[src/rtl/id_steer.sv]
module id_steer #(
  parameter int ADDR_W  = 8,
  parameter int INSTR_W = 32,
  parameter int FIELD_W = 5,
  parameter int OFFS_W  = 6
) (
  input  logic [INSTR_W-1:0] id_instr,
  input  logic [ADDR_W-1:0]  id_pc4,
  input  logic [ADDR_W-1:0]  if_pc4,
  input  logic [ADDR_W-1:0]  opnd_a,
  input  logic [ADDR_W-1:0]  opnd_b,
  input  logic               ctl_dst_rd,
  input  logic [1:0]         ctl_aluop,
  input  logic               ctl_imm_b,
  input  logic               ctl_mem_rd,
  input  logic               ctl_mem_wr,
  input  logic               ctl_reg_wr,
  input  logic               ctl_wb_mem,
  input  logic               ctl_branch,
  input  logic               ctl_jump,
  input  logic               ex_load,
  input  logic [FIELD_W-1:0] ex_dst,
  output logic               pc_load,
  output logic               ifid_load,
  output logic               ifid_clear,
  output logic               hold_req,
  output logic               br_take,
  output logic [ADDR_W-1:0]  br_dest,
  output logic [ADDR_W-1:0]  jmp_dest,
  output logic [ADDR_W-1:0]  fetch_next,
  output logic [7:0]         ctl_word
);
  localparam int SRC1_LO = 21;
  localparam int SRC2_LO = 16;
  localparam int PAD_W   = ADDR_W - OFFS_W;

  logic [FIELD_W-1:0] src1, src2;
  logic [ADDR_W-1:0]  offs;
  logic [ADDR_W-1:0]  seq_or_br;
  logic [7:0]         raw_word;
  logic               kill_ctl;

  assign src1 = id_instr[SRC1_LO +: FIELD_W];
  assign src2 = id_instr[SRC2_LO +: FIELD_W];

  assign hold_req  = ex_load && ((ex_dst == src1) || (ex_dst == src2));
  assign pc_load   = !hold_req;
  assign ifid_load = !hold_req;

  assign br_take    = ctl_branch && (opnd_a == opnd_b);
  assign ifid_clear = br_take || ctl_jump;

  assign offs     = {id_instr[OFFS_W-1:0], {PAD_W{1'b0}}};
  assign br_dest  = id_pc4 + offs;
  assign jmp_dest = {id_instr[OFFS_W-1:0], {PAD_W{1'b0}}};

  assign seq_or_br  = br_take ? br_dest : if_pc4;
  assign fetch_next = ctl_jump ? jmp_dest : seq_or_br;

  assign raw_word = {ctl_dst_rd, ctl_aluop, ctl_imm_b,
                     ctl_mem_rd, ctl_mem_wr, ctl_reg_wr, ctl_wb_mem};
  assign kill_ctl = hold_req || br_take;
  assign ctl_word = kill_ctl ? 8'h00 : raw_word;

  always_comb begin
    if (hold_req) begin
      assert_hold_freezes_R2: assert (!pc_load && !ifid_load);
    end
    if (hold_req) begin
      assert_hold_needs_load_R1: assert (ex_load);
    end
    if (br_take) begin
      assert_taken_equal_R3: assert (opnd_a == opnd_b && ifid_clear);
    end
    if (ctl_jump) begin
      assert_jump_clears_R4: assert (ifid_clear);
    end
    if (hold_req || br_take) begin
      assert_bubble_zero_R5: assert (ctl_word == 8'h00);
    end
    if (ctl_jump) begin
      assert_jump_wins_R9: assert (fetch_next == jmp_dest);
    end
  end
endmodule

[config.mk]
export PLATFORM = sky130hd
export DESIGN_NAME = id_steer
export DESIGN_NICKNAME = d
export VERILOG_FILES = /design/src/rtl/id_steer.sv
export SDC_FILE = /design/constraint.sdc
export NUM_CORES = 1
export LEC_CHECK = 0
export BUFFER_PORTS_ARGS = -buffer_cell sky130_fd_sc_hd__buf_2
export CAP_MARGIN = 20
export CORE_MARGIN = 2
export CORE_UTILIZATION = 32
export DETAILED_ROUTE_END_ITERATION = 10
export GPL_TIMING_DRIVEN = 0
export PLACE_DENSITY = 0.9
export SLEW_MARGIN = 15
export SYNTH_ARGS = -nofsm -noshare
export SYNTH_HDL_FRONTEND = slang
export SYNTH_SLANG_ARGS = --single-unit
[constraint.sdc]
create_clock -name vclk -period 4.6
set_input_delay 0.69 -clock vclk [all_inputs]
set_output_delay 0.69 -clock vclk [all_outputs]
set_load 0.02 [all_outputs]
==> run metrics <==
status=finished, final reports clean; Seq/Total Area, Yosys=0%; grt ovf=0; via count=1002; initial core utilization=33.04%; achievable frequency=329.7 MHz; Hold Startpoint=ctl_imm_b; delay-heaviest family, CP=adder cells; Crit-path slowest cell=fa_1; yosys warns=0; Post-route DRC=0; most used cell along the critical path=buf_2; Final setup viols=0; die span in x=51.34 um; Finished Core Util=57.67%; Synth Cell Area=716.9 um2; Post-CTS Hold Buffers=0; Slew Viols, Final=0; Pleak=0.6642 nW; Req. time, crit path=3.91 ns; FF+latch count=0; total track usage=16.80%; routed vias/inst=4.473; Critical Path Max Stage Delay=0.40 ns; Layout Nets=284; cell with the most instances after synthesis=xnor2_1; syn_area_per_cell=7.468 um2; Port Buffers=99; layout cells sized above 1=59.18%; initial DRC count=10; antenna diode count=0; final hold vios=0; postcts setup bufs=0; hold slack final=1.696 ns; largest net degree at the start of global routing=11; Yosys top cell area share=25.65%; max cap viols=0; Detail Placement HPWL=2095 um; Tcrit/Tclk final=65.93%; gpl congestion=0.6595; power density cells=122.5 mW/mm2; CP Capture Type=primary output; Layout area overhead=74.52%; I/O Pins=117; largest area contributor in the netlist=xnor2_1; Hold Path Sink=ctl_word[4]; WL/cell=10.18 um; Die H=51.34 um; WL final=2281 um; site row count=17; CP Cell Sequence=buf_2 -> ha_1 -> fa_1 -> a21o_1 -> a21oi_1 -> xnor2_1 -> mux2i_1 -> o21ai_1 -> buf_2; setup total negative slack=0 ns; RSZ-0062 raised after global routing=false; vias in the first global route=895; post-synthesis instance total=96; Pre-antenna DRT Iters=4; initial antenna violation count=0; Final min period=3.033 ns; critical-path maximum fanout=3; Synth top cells by count=xnor2_1, buf_4, and2_1, nand2_1, mux2i_1; register area=0 um2; Clock buffer cells=0; post-CTS sizing=0; hold depth=3; CP Buf/Inv Count=2; die footprint=0.002635 mm2; count of different cell masters after synthesis=29; ANT nets after route=0; CP arrival=2.34 ns; crit path launch type=primary input; core region area=0.002170 mm2; worst min path class=primary input to primary output; first-pass GRT wire length=3567 um; largest cells by area after synthesis=xnor2_1, buf_4, mux2i_1; Max VDD drop=0.06205 mV; kind of critical path=primary input to primary output
-- metal layers --
| metal | routed length, um | track usage [%] | part of all wire (%) | vias up |
|---|---|---|---|---|
| met1 | 769 | 17.05 | 34 | 431 |
| met3 | 274 | 2.339 | 12 | 0 |
| met4 | 0 | 1.316 | 0 | 0 |
| li1 | - | - | - | 515 |
| met2 | 1237 | 36.36 | 54 | 56 |
| met5 | 0 | 0 | 0 | - |
-- report_power, final --
part | total [mW] | switching, mW | internal [mW] | leakage [nW]
registers | 0 | 0 | 0 | 0
clock network | 0 | 0 | 0 | 0
logic | 0.153 | 0.0820 | 0.0713 | 0.664
total | 0.153 | 0.0820 | 0.0713 | 0.664
-- cell type report --
| cell class | instances | area [um2] |
|---|---|---|
| multi-input cells | 82 | 615.6 |
| fillers | 218 | 918.4 |
| plain buffers | 13 | 97.59 |
| repair buffers | 99 | 495.5 |
| inverters | 2 | 7.507 |
| well taps | 28 | 35.03 |
-- worst max path at each step --
stage / from / to / slack [ns] / cells after the start
3_5_place_dp: id_instr[0] / fetch_next[6] / 1.58 / 9
6_report: id_instr[0] / fetch_next[6] / 1.57 / 9
2_1_floorplan: id_instr[0] / fetch_next[6] / 1.51 / 7
3_3_place_gp: id_instr[0] / fetch_next[6] / 1.55 / 9
5_1_grt: id_instr[0] / fetch_next[6] / 1.40 / 9
4_1_cts: id_instr[0] / fetch_next[6] / 1.56 / 9
-- tightest hold or removal path, cell delays in order --
cell and delay, ns:
buf_2 0.07, and2_1 0.10, buf_2 0.15
-- cell families after synthesis --
family / share of synthesized area [%]
AND/OR/NAND/NOR: 21.64
XOR/XNOR: 28.10
AO/OA/AOI/OAI: 13.79
buffers and inverters: 14.66
multiplexers: 9.774
adder cells (fa/ha/maj): 11.52
other: 0.5231
-- through the flow --
stage | power [mW] | std cells | cell area, um2 | setup slack [ns]
final | 0.1533 | 224 | 1251 | 1.567
after detailed placement | 0.1545 | 224 | 1251 | 1.577
after CTS | 0.1549 | 224 | 1251 | 1.555
after global routing | 0.1681 | 224 | 1251 | 1.398
after floorplan | 0.09402 | 97 | 720.7 | 1.506
after global placement | 0.1522 | 224 | 1251 | 1.549
-- layout by cell type (no fill, tap or decap), types with 2 or more instances in the layout --
cell type	synthesis	layout
and2_1	8	8
inv_1	2	2
o21ai_0	2	2
mux2i_1	7	7
conb_1	1	2
nor2_1	4	4
buf_4	11	11
o21ai_1	5	5
xnor2_1	21	21
buf_2	0	99
xor2_1	2	2
nand2_1	8	8
ha_1	5	5
nand4_1	3	3
a21oi_1	2	2
Power figures use the tool's default switching activity.
